**src/rtl/crs_pkg.sv**
```systemverilog
package crs_pkg;

  typedef enum logic [2:0] {
    ST_IDLE,
    ST_SETUP,
    ST_LOAD,
    ST_PRIME,
    ST_READ,
    ST_DONE
  } seqState_t;

  // Strobes from control to datapath, one cycle ahead of the pins.
  typedef struct packed {
    logic latchReq;   // capture start column and error status
    logic clampHit;   // request was shortened at line end
    logic loadOn;     // address load strobe level
    logic colOn;      // column clock level
    logic adcOn;      // ADC clock level
    logic capture;    // sample the ADC bus on this edge
    logic firstPix;   // captured pixel is the first of the row
    logic lastPix;    // captured pixel is the last of the row
  } crsStrobe_t;

endpackage

```
**src/rtl/crs_ctrl.sv**
```systemverilog
module crs_ctrl
  import crs_pkg::*;
#(
  parameter int ADDR_W      = 10,
  parameter int SETUP_CYC   = 10,
  parameter int HOLD_CYC    = 10,
  parameter int COL_HALF    = 8,
  parameter int ADC_DLY     = 5,
  parameter int PRIME_SLOTS = 2
) (
  input  logic              clk,
  input  logic              rstN,
  input  logic              rowStart,
  input  logic [ADDR_W-1:0] startCol,
  input  logic [ADDR_W:0]   pixCount,
  output logic              busy,
  output crsStrobe_t        stb
);

  localparam int CNT_W    = ADDR_W + 1;
  localparam int SLOT_CYC = 2 * COL_HALF;
  localparam int MAX_SH   = (SETUP_CYC > HOLD_CYC) ? SETUP_CYC : HOLD_CYC;
  localparam int TICK_MAX = (MAX_SH > SLOT_CYC) ? MAX_SH : SLOT_CYC;
  localparam int TICK_W   = $clog2(TICK_MAX + 1);
  localparam int PRIME_W  = $clog2(PRIME_SLOTS + 1);

  localparam logic [TICK_W-1:0]  SETUP_LAST = TICK_W'(SETUP_CYC - 1);
  localparam logic [TICK_W-1:0]  HOLD_LAST  = TICK_W'(HOLD_CYC - 1);
  localparam logic [TICK_W-1:0]  SLOT_LAST  = TICK_W'(SLOT_CYC - 1);
  localparam logic [TICK_W-1:0]  HALF_TICK  = TICK_W'(COL_HALF);
  localparam logic [TICK_W-1:0]  CAPT_TICK  = TICK_W'(COL_HALF + ADC_DLY);
  localparam logic [PRIME_W-1:0] PRIME_LAST = PRIME_W'(PRIME_SLOTS - 1);
  localparam logic [CNT_W-1:0]   LINE_PIX   = {1'b1, {ADDR_W{1'b0}}};

  seqState_t          state;
  logic [TICK_W-1:0]  tick;
  logic [PRIME_W-1:0] primeIdx;
  logic [CNT_W-1:0]   pixIdx;
  logic [CNT_W-1:0]   numPix;

  logic              accept;
  logic [CNT_W-1:0]  room;
  logic              overRun;
  logic [CNT_W-1:0]  lastIdx;
  logic              slotEnd;

  assign room    = LINE_PIX - {1'b0, startCol};
  assign overRun = pixCount > room;
  assign accept  = (state == ST_IDLE) && rowStart && (pixCount != '0);
  assign lastIdx = numPix - CNT_W'(1);
  assign slotEnd = (tick == SLOT_LAST);

  always_ff @(posedge clk or negedge rstN) begin
    if (!rstN) begin
      state    <= ST_IDLE;
      tick     <= '0;
      primeIdx <= '0;
      pixIdx   <= '0;
      numPix   <= '0;
    end else begin
      case (state)
        ST_IDLE: begin
          if (accept) begin
            state  <= ST_SETUP;
            tick   <= '0;
            numPix <= overRun ? room : pixCount;
          end
        end
        ST_SETUP: begin
          if (tick == SETUP_LAST) begin
            state <= ST_LOAD;
            tick  <= '0;
          end else begin
            tick <= tick + TICK_W'(1);
          end
        end
        ST_LOAD: begin
          if (tick == HOLD_LAST) begin
            state    <= ST_PRIME;
            tick     <= '0;
            primeIdx <= '0;
          end else begin
            tick <= tick + TICK_W'(1);
          end
        end
        ST_PRIME: begin
          if (slotEnd) begin
            tick <= '0;
            if (primeIdx == PRIME_LAST) begin
              state  <= ST_READ;
              pixIdx <= '0;
            end else begin
              primeIdx <= primeIdx + PRIME_W'(1);
            end
          end else begin
            tick <= tick + TICK_W'(1);
          end
        end
        ST_READ: begin
          if (slotEnd) begin
            tick <= '0;
            if (pixIdx == lastIdx) begin
              state <= ST_DONE;
            end else begin
              pixIdx <= pixIdx + CNT_W'(1);
            end
          end else begin
            tick <= tick + TICK_W'(1);
          end
        end
        ST_DONE: state <= ST_IDLE;
        default: state <= ST_IDLE;
      endcase
    end
  end

  always_comb begin
    stb          = '0;
    stb.latchReq = accept;
    stb.clampHit = accept && overRun;
    stb.loadOn   = (state == ST_LOAD);
    stb.colOn    = ((state == ST_PRIME) || (state == ST_READ)) && (tick < HALF_TICK);
    stb.adcOn    = (state == ST_READ) && (tick < HALF_TICK);
    stb.capture  = (state == ST_READ) && (tick == CAPT_TICK);
    stb.firstPix = stb.capture && (pixIdx == '0);
    stb.lastPix  = stb.capture && (pixIdx == lastIdx);
  end

  assign busy = (state != ST_IDLE);

endmodule

```
**src/rtl/crs_datapath.sv**
```systemverilog
module crs_datapath
  import crs_pkg::*;
#(
  parameter int ADDR_W = 10,
  parameter int DATA_W = 10
) (
  input  logic              clk,
  input  logic              rstN,
  input  crsStrobe_t        stb,
  input  logic [ADDR_W-1:0] startCol,
  input  logic [DATA_W-1:0] adcData,
  output logic [ADDR_W-1:0] colAddr,
  output logic              rangeErr,
  output logic              loadStrobe,
  output logic              colClk,
  output logic              adcClk,
  output logic [DATA_W-1:0] pixData,
  output logic              pixValid,
  output logic              pixFirst,
  output logic              pixLast
);

  // Request capture: address and shortening status.
  always_ff @(posedge clk or negedge rstN) begin
    if (!rstN) begin
      colAddr  <= '0;
      rangeErr <= 1'b0;
    end else if (stb.latchReq) begin
      colAddr  <= startCol;
      rangeErr <= stb.clampHit;
    end
  end

  // Sensor-facing clocks leave from flops so the pins are glitch free.
  always_ff @(posedge clk or negedge rstN) begin
    if (!rstN) begin
      loadStrobe <= 1'b0;
      colClk     <= 1'b0;
      adcClk     <= 1'b0;
    end else begin
      loadStrobe <= stb.loadOn;
      colClk     <= stb.colOn;
      adcClk     <= stb.adcOn;
    end
  end

  // Sample capture and pixel stream.
  always_ff @(posedge clk or negedge rstN) begin
    if (!rstN) begin
      pixData  <= '0;
      pixValid <= 1'b0;
      pixFirst <= 1'b0;
      pixLast  <= 1'b0;
    end else begin
      pixValid <= stb.capture;
      pixFirst <= stb.firstPix;
      pixLast  <= stb.lastPix;
      if (stb.capture) pixData <= adcData;
    end
  end

endmodule

```
**src/rtl/col_readout_seq.sv**
```systemverilog
module col_readout_seq
  import crs_pkg::*;
#(
  parameter int ADDR_W      = 10,
  parameter int DATA_W      = 10,
  parameter int SETUP_CYC   = 10,
  parameter int HOLD_CYC    = 10,
  parameter int COL_HALF    = 8,
  parameter int ADC_DLY     = 5,
  parameter int PRIME_SLOTS = 2
) (
  input  logic              clk,
  input  logic              rstN,
  input  logic              rowStart,
  input  logic [ADDR_W-1:0] startCol,
  input  logic [ADDR_W:0]   pixCount,
  input  logic [DATA_W-1:0] adcData,
  output logic [ADDR_W-1:0] colAddr,
  output logic              loadStrobe,
  output logic              colClk,
  output logic              adcClk,
  output logic [DATA_W-1:0] pixData,
  output logic              pixValid,
  output logic              pixFirst,
  output logic              pixLast,
  output logic              busy,
  output logic              rangeErr
);

  crsStrobe_t stb;

  crs_ctrl #(
    .ADDR_W     (ADDR_W),
    .SETUP_CYC  (SETUP_CYC),
    .HOLD_CYC   (HOLD_CYC),
    .COL_HALF   (COL_HALF),
    .ADC_DLY    (ADC_DLY),
    .PRIME_SLOTS(PRIME_SLOTS)
  ) u_ctrl (
    .clk     (clk),
    .rstN    (rstN),
    .rowStart(rowStart),
    .startCol(startCol),
    .pixCount(pixCount),
    .busy    (busy),
    .stb     (stb)
  );

  crs_datapath #(
    .ADDR_W(ADDR_W),
    .DATA_W(DATA_W)
  ) u_dp (
    .clk       (clk),
    .rstN      (rstN),
    .stb       (stb),
    .startCol  (startCol),
    .adcData   (adcData),
    .colAddr   (colAddr),
    .rangeErr  (rangeErr),
    .loadStrobe(loadStrobe),
    .colClk    (colClk),
    .adcClk    (adcClk),
    .pixData   (pixData),
    .pixValid  (pixValid),
    .pixFirst  (pixFirst),
    .pixLast   (pixLast)
  );

endmodule

```
**config.mk**
```make
export PLATFORM = sky130hd
export DESIGN_NAME = col_readout_seq
export DESIGN_NICKNAME = d
export VERILOG_FILES = /design/src/rtl/crs_pkg.sv /design/src/rtl/crs_ctrl.sv /design/src/rtl/crs_datapath.sv /design/src/rtl/col_readout_seq.sv
export SDC_FILE = /design/constraint.sdc
export NUM_CORES = 1
export LEC_CHECK = 0
export BUFFER_PORTS_ARGS = -buffer_cell sky130_fd_sc_hd__clkbuf_2
export CAP_MARGIN = 15
export CORE_ASPECT_RATIO = 0.75
export CORE_MARGIN = 5
export CORE_UTILIZATION = 50
export DETAILED_ROUTE_END_ITERATION = 6
export GPL_ROUTABILITY_DRIVEN = 0
export PLACE_DENSITY = 0.68
export SYNTH_ARGS = -nofsm -noshare
export SYNTH_HDL_FRONTEND = slang
export SYNTH_SLANG_ARGS = --single-unit
```
**constraint.sdc**
```tcl
create_clock -name clk -period 4.74 [get_ports clk]
set_clock_uncertainty 0.1 [all_clocks]
set_input_delay 0.237 -clock clk [delete_from_list [all_inputs] [get_ports clk]]
set_output_delay 0.237 -clock clk [all_outputs]
set_load 0.03 [all_outputs]
```
==> qor.yml, run 1 <==
synth:
  synth_fp_nets: 429
  synth-edff-count: 0
  async_reset_ff_frac: 1.00
  syn_inst: 375
  syn-mean-instance-area_um2: 9.77
  ys_types: 55
  ys.warnings.count: 0
  synth_area_um2: 3660
  seq_area_frac_synth: 0.403
  ys.flop_type: "dfrtp_1"
  ys_ff_latch: 59
floorplan:
  die_y_um: 84.1
  core_area_um2: 7230
  ioPinCount: 62
  dieWidth_um: 109
  start_util: 0.507
  fp-row-count: 27
  die_area_um2: 9160
clock_tree:
  cts_buffers: 9
  htreeDepth: 3
  clk_pin_slew_worst_paths_ps: 80
  cts_resized: 0
  cts_sinks: 59
  root_buffer: "clkbuf_8"
  cts_tree: "done"
  worstSkewPairLatency_ps: 360
  clk_path_buf_depth: 2
setup_path:
  crit_start: "startCol[0]"
  path_max_fanout: 7
  required_ps: 4880
  worstPathArrival_ps: 3280
  critical_path_class: "input pin to register"
  cp-end-kind: "register"
  start_kind: "input pin"
  r2r_start: "u_ctrl.numPix[0]"
timing:
  fmaxAchievable_ghz: 0.318
  slew_violations: 0
  fin_crit_sh: 0.663
  rsz0062_at_grt: "false"
  fin_setup_tns_ps: 0
  tightestPinTransition_ps: 1110
  maxSlewHeadroom: 0.255
  final-setup-viol-count: 0
  min_period_ps: 3140
  final-hold-violation-count: 0
power:
  p_per_area_nw_per_um2: 465
  netSwitchingPower_mw: 0.846
  p_int_mw: 1.17
  cellLeakagePower_nw: 2.01
  switching_share: 0.419
  p_clk_frac: 0.218
  seqPwrFrac: 0.404
  vdd_drop_max_v: 0.000350
  combPwrFrac: 0.378
route:
  drc: 0
  wl_per_cell_um: 15.4
  viasPerCell: 5.62
  antenna_left: 0
  first_iter_violations: 147
  vias: 3095
  drtPass1Iterations: 4
  routed_wl_um: 8500
outcome:
  outcome: "finished clean"
global_route:
  antenna_found_initial: 0
  use_met1: 0.282
  grt-busiest-layer: "met2"
  globalRouteTotalUtil: 0.199
  grt_util_met2: 0.289
  grt_overflow: 0
  grt_max_degree: 60
  grt_first_pass_wirelength_um: 14400
  grt_util_met3: 0.0576
  grt_pass1_vias: 3003
place:
  dpl-instance-area_um2: 4060
  dp_hpwl_um: 6210
  place_inst: 525
  io_buffers: 61
final_layout:
  fillers: 634
  final_cells: 551
  antenna_cells: 0
  area_growth_pct: 18.5
  drive_gt1_frac: 0.264
  final_cell_mix: "61 x clkbuf_2, 59 x dfrtp_1, 30 x mux2_2, 28 x inv_1, 24 x nand2_1"
  final_common_cell: "clkbuf_2"
  nets: 499
  final_cell_area_um2: 4340
worst_hold_path:
  min-delay-start: "adcData[4]"
  hold_class: "input pin to register"
run:
  maxCapViolations: 0
## stage by stage
stage / total power [mW] / setup slack [ps] / util / hold WS, ps
after floorplan: 1.36 / 1650 / - / -159
after global placement: 1.55 / 1290 / 0.561 / 335
after detailed placement: 1.58 / 1220 / 0.561 / 348
after CTS: 2.03 / 1610 / 0.599 / 5.40
after global routing: 2.16 / 1290 / 0.601 / 18.3
final: 2.02 / 1600 / 0.601 / 24.7
## timing repair
action / 4_1_cts / 5_1_grt
hold buffers: 9 / 0
setup buffers: 0 / 0
endpoints found under the hold margin: 67 / 0
## power groups by stage
stage / Combinational, mW / Clock, mW / Sequential, mW
2_1_floorplan: 0.487 / 0 / 0.874
3_3_place_gp: 0.736 / 0 / 0.818
3_5_place_dp: 0.753 / 0 / 0.824
4_1_cts: 0.764 / 0.452 / 0.814
5_1_grt: 0.844 / 0.476 / 0.843
6_report: 0.763 / 0.440 / 0.816
## final timing paths
path,to,slack [ps],cells past startpoint
worst max-delay path,u_ctrl.numPix[3],1600,15
worst min-delay path,u_dp.pixData[4],20,2
worst max register to register,u_ctrl.pixIdx[10],1830,9
worst min register to register,u_dp.colAddr[2],410,1
max in group asynchronous,u_ctrl.pixIdx[5],3570,3
min in group asynchronous,u_dp.colAddr[7],460,3
## synth_stat cells, types with 2 or more instances
cell type  instances  area, um2
clkbuf_1          11       41.3
nand2b_1           3       18.8
and2_1             2       12.5
nor3b_1            3       22.5
or4_1              9       67.6
a21o_1             3       22.5
nand3b_1           2       15.0
dfrtp_1           59       1480
nor3_1             7       35.0
xor2_1             9       78.8
mux2_2            30        338
o31ai_1           10       75.1
o21ai_1            2       10.0
nor2_1            21       78.8
o21ai_0           13       65.1
a211oi_1           2       15.0
and3_1             2       12.5
ha_1              20        250
inv_1             28        105
o211ai_1           3       22.5
nor2b_1            7       43.8
o311ai_0           2       17.5
a31oi_1            5       31.3
mux2i_1           11        110
nor4_1             7       43.8
nand4_1            6       37.5
xnor2_1            9       78.8
nand2_1           24       90.1
o21bai_1           2       15.0
or3_1              6       37.5
nand3_1           12       60.1
a21oi_1           22        110
## area by class of cell
cell class / count / area [um2] / share of cell area
Multi-Input combinational cell: 274 / 2030 / 0.467
Timing Repair Buffer: 73 / 425 / 0.0979
Sequential cell: 59 / 1480 / 0.340
Clock buffer: 9 / 124 / 0.0285
Tap cell: 101 / 126 / 0.0291
Inverter: 28 / 105 / 0.0242
Clock inverter: 7 / 58.8 / 0.0135
## registers in the layout, indices dropped and copies added, names as in the netlist
name / flops
u_dp.colClk: 1
u_dp.pixValid: 1
u_ctrl.pixIdx: 11
u_ctrl.primeIdx: 2
u_dp.pixFirst: 1
u_ctrl.numPix: 11
u_dp.rangeErr: 1
u_dp.colAddr: 10
u_dp.loadStrobe: 1
u_dp.adcClk: 1
u_dp.pixData: 10
u_dp.pixLast: 1
u_ctrl.tick: 5
u_ctrl.state: 3
## cells by family (layout without fill, tap and decap cells)
family	Yosys count	count (layout)	synth area share
XOR/XNOR	18	18	0.0430
multiplexers	41	41	0.122
adder cells (fa/ha/maj)	20	20	0.0683
flip-flops	59	59	0.403
AND/OR/NAND/NOR	118	118	0.177
buffers and inverters	42	117	0.0444
AO/OA/AOI/OAI	77	77	0.142
## worst max-delay path: stages
cell	delay (ps)
clkbuf_2	120
inv_1	80
ha_1	190
nand2_1	90
or3_1	360
nor3_1	190
xor2_1	120
ha_1	320
o21ai_0	90
a21oi_1	140
o21ai_0	140
a21oi_1	570
buf_4	290
mux2i_1	90
mux2_2	260
## layer usage
metal | vias up | share of wire
met3 | 10 | 0.065
met4 | 0 | 0.012
met5 | - | 0
met1 | 1486 | 0.48
met2 | 81 | 0.44
li1 | 1518 | -
(Power assumes the default switching activity.)
==> run 2, diff against run 1 <==
==> constraint.sdc (replaced) <==
create_clock -name clk -period 3.2 [get_ports clk]
set_clock_uncertainty 0.1 [all_clocks]
set_input_delay 0.16 -clock clk [delete_from_list [all_inputs] [get_ports clk]]
set_output_delay 0.16 -clock clk [all_outputs]
set_load 0.03 [all_outputs]
==> run 2 against run 1 <==
Against the previous run: flip-flop and latch count stayed put; setup slack got worse by 1500 ps; clock-buffer cell count up 1; sequential share of layout area down 1.3 points; power grew 49%; cell count is 3.1% higher; critical path depth is 2 lower; via count grew 2.7%; clock power rose by 45%; sequential power rose by 46%; hold slack worse by 6.3 ps; largest power group unchanged; highest routed layer unchanged.
==> qor.yml, run 2 (synthesis gave the netlist of run 1 again) <==
route:
  viasPerCell: 5.60  # -0.39%
  drtPass1Iterations: 4  # unchanged
  routed_wl_um: 8850  # +4.1%
  wl_per_cell_um: 15.6  # +0.98%
  antenna_left: 0  # unchanged
  vias: 3178  # +2.7%
  drc: 0  # unchanged
  first_iter_violations: 173  # +18%
place:
  io_buffers: 61  # unchanged
  pre_cts_ws_ps: 64.3  # -1160 ps
  dp_hpwl_um: 6400  # +3.2%
  dpl-instance-area_um2: 4120  # +1.5%
global_route:
  grt_overflow: 0  # unchanged
  antenna_found_initial: 0  # unchanged
  grt_first_pass_wirelength_um: 15500  # +7.0%
  grt_max_degree: 27  # -55%
  globalRouteTotalUtil: 0.210  # +0.0111
  grt_pass1_vias: 3256  # +8.4%
timing:
  fin_crit_sh: 0.962
  fmaxAchievable_ghz: 0.325
  fin_ws_ps: 122  # -1480 ps
  tightestPinTransition_ps: 553  # -560 ps
  fin_setup_tns_ps: 0  # unchanged
  final-hold-violation-count: 0  # unchanged
  slew_violations: 0  # unchanged
  rsz0062_at_grt: "false"
  final-setup-viol-count: 0  # unchanged
  min_period_ps: 3080
  maxSlewHeadroom: 0.628  # +0.373
final_layout:
  antenna_cells: 0  # unchanged
  final_cell_mix: "61 x clkbuf_2, 59 x dfrtp_1, 30 x mux2_2, 28 x inv_1, 24 x nand2_1"
  area_growth_pct: 23.2
  top_regs: "u_ctrl.numPix: 11 flops, u_ctrl.pixIdx: 11 flops"
  final_common_cell: "clkbuf_2"
  nets: 516  # +3.4%
  drive_gt1_frac: 0.281  # +0.0161
  final_cell_area_um2: 4510  # +3.9%
clock_tree:
  cts_tree: "done"
  worstSkewPairLatency_ps: 350  # about the same
  htreeDepth: 3  # unchanged
  cts_setup_buffers: 0  # unchanged
  root_buffer: "clkbuf_8"
  clk_pin_slew_worst_paths_ps: 80  # about the same
  cts_sinks: 59  # unchanged
  cts_buffers: 9  # unchanged
  clk_path_buf_depth: 2  # unchanged
floorplan:
  core_area_um2: 7230  # unchanged
  dieWidth_um: 109  # unchanged
  die_area_um2: 9160  # unchanged
  start_util: 0.507  # unchanged
  fp-row-count: 27  # unchanged
  ioPinCount: 62  # unchanged
  die_y_um: 84.1  # unchanged
power:
  vdd_drop_max_v: 0.000484  # +38%
  power_mw: 3.01  # +49%
  p_per_area_nw_per_um2: 667  # +43%
  cellLeakagePower_nw: 2.10  # +4.5%
setup_path:
  cp-end-kind: "register"
  required_ps: 3320  # -1560 ps
  worstPathArrival_ps: 3200  # -80 ps
  critical_path_class: "input pin to register"
  path_max_fanout: 6  # -1
  start_kind: "input pin"
outcome:
  outcome: "finished clean"
run:
  maxCapViolations: 0  # unchanged
worst_hold_path:
  hold_class: "input pin to register"
==> run 2: path summary, 6_finish.rpt <==
| path | depth (start not counted) | from | slack [ps] | end |
|---|---|---|---|---|
| worst max-delay path | 13 | startCol[7] | 120 | u_ctrl.numPix[6] |
| worst min-delay path | 2 | startCol[6] | 20 | u_dp.colAddr[6] |
| worst max register to register | 10 | u_ctrl.numPix[0] | 260 | u_ctrl.pixIdx[9] |
| worst min register to register | 1 | u_dp.colAddr[8] | 410 | u_dp.colAddr[8] |
| max in group asynchronous | 3 | rstN | 2120 | u_ctrl.tick[4] |
| min in group asynchronous | 2 | rstN | 180 | u_dp.colAddr[6] |
==> run 2: area by class of cell <==
| class | count | area, um2 |
|---|---|---|
| Fill cell | 619 | 2720 |
| Multi-Input combinational cell | 274 | 2050 |
| Sequential cell | 59 | 1480 |
| Timing Repair Buffer | 90 | 572 |
| Clock buffer | 10 | 138 |
| Tap cell | 101 | 126 |
| Inverter | 28 | 105 |
| Clock inverter | 6 | 47.5 |
==> run 2: per-layer routing <==
| layer | wire [um] | up-vias | GRT usage |
|---|---|---|---|
| met5 | 0 | - | 0 |
| met3 | 689 | 9 | 0.0792 |
| met4 | 78 | 0 | 0.0482 |
| met1 | 4110 | 1526 | 0.288 |
| li1 | - | 1548 | - |
| met2 | 3970 | 95 | 0.319 |
==> run 2: worst max-delay path, cell delays in order <==
cell and delay [ps]:
dlygate4sd3_1 540, clkbuf_2 140, or3_1 390, or4_4 440
xnor2_2 170, ha_1 280, nand2_1 80, a21oi_1 130
o21ai_1 130, a21oi_2 210, buf_6 160, mux2i_1 80
mux2_2 280
==> run 2: repair_timing <==
action / CTS / global route
setup endpoints to repair: 0 / 8
hold endpoints to repair: 33 / 0
resized for setup: 0 / 8
hold buffers: 18 / 0
==> run 2: through the flow <==
| step | hold slack (ps) | utilization | cells |
|---|---|---|---|
| floorplan | -236 | - | 375 |
| global placement | 14.3 | 0.569 | 533 |
| detailed placement | 13.0 | 0.569 | 533 |
| CTS | 0.872 | 0.620 | 567 |
| global route | 7.54 | 0.624 | 568 |
| finish | 18.4 | 0.624 | 568 |
==> run 2: where the power goes <==
part	switching (mW)	internal (mW)
logic	0.669	0.509
registers	0.241	0.952
clock network	0.330	0.308
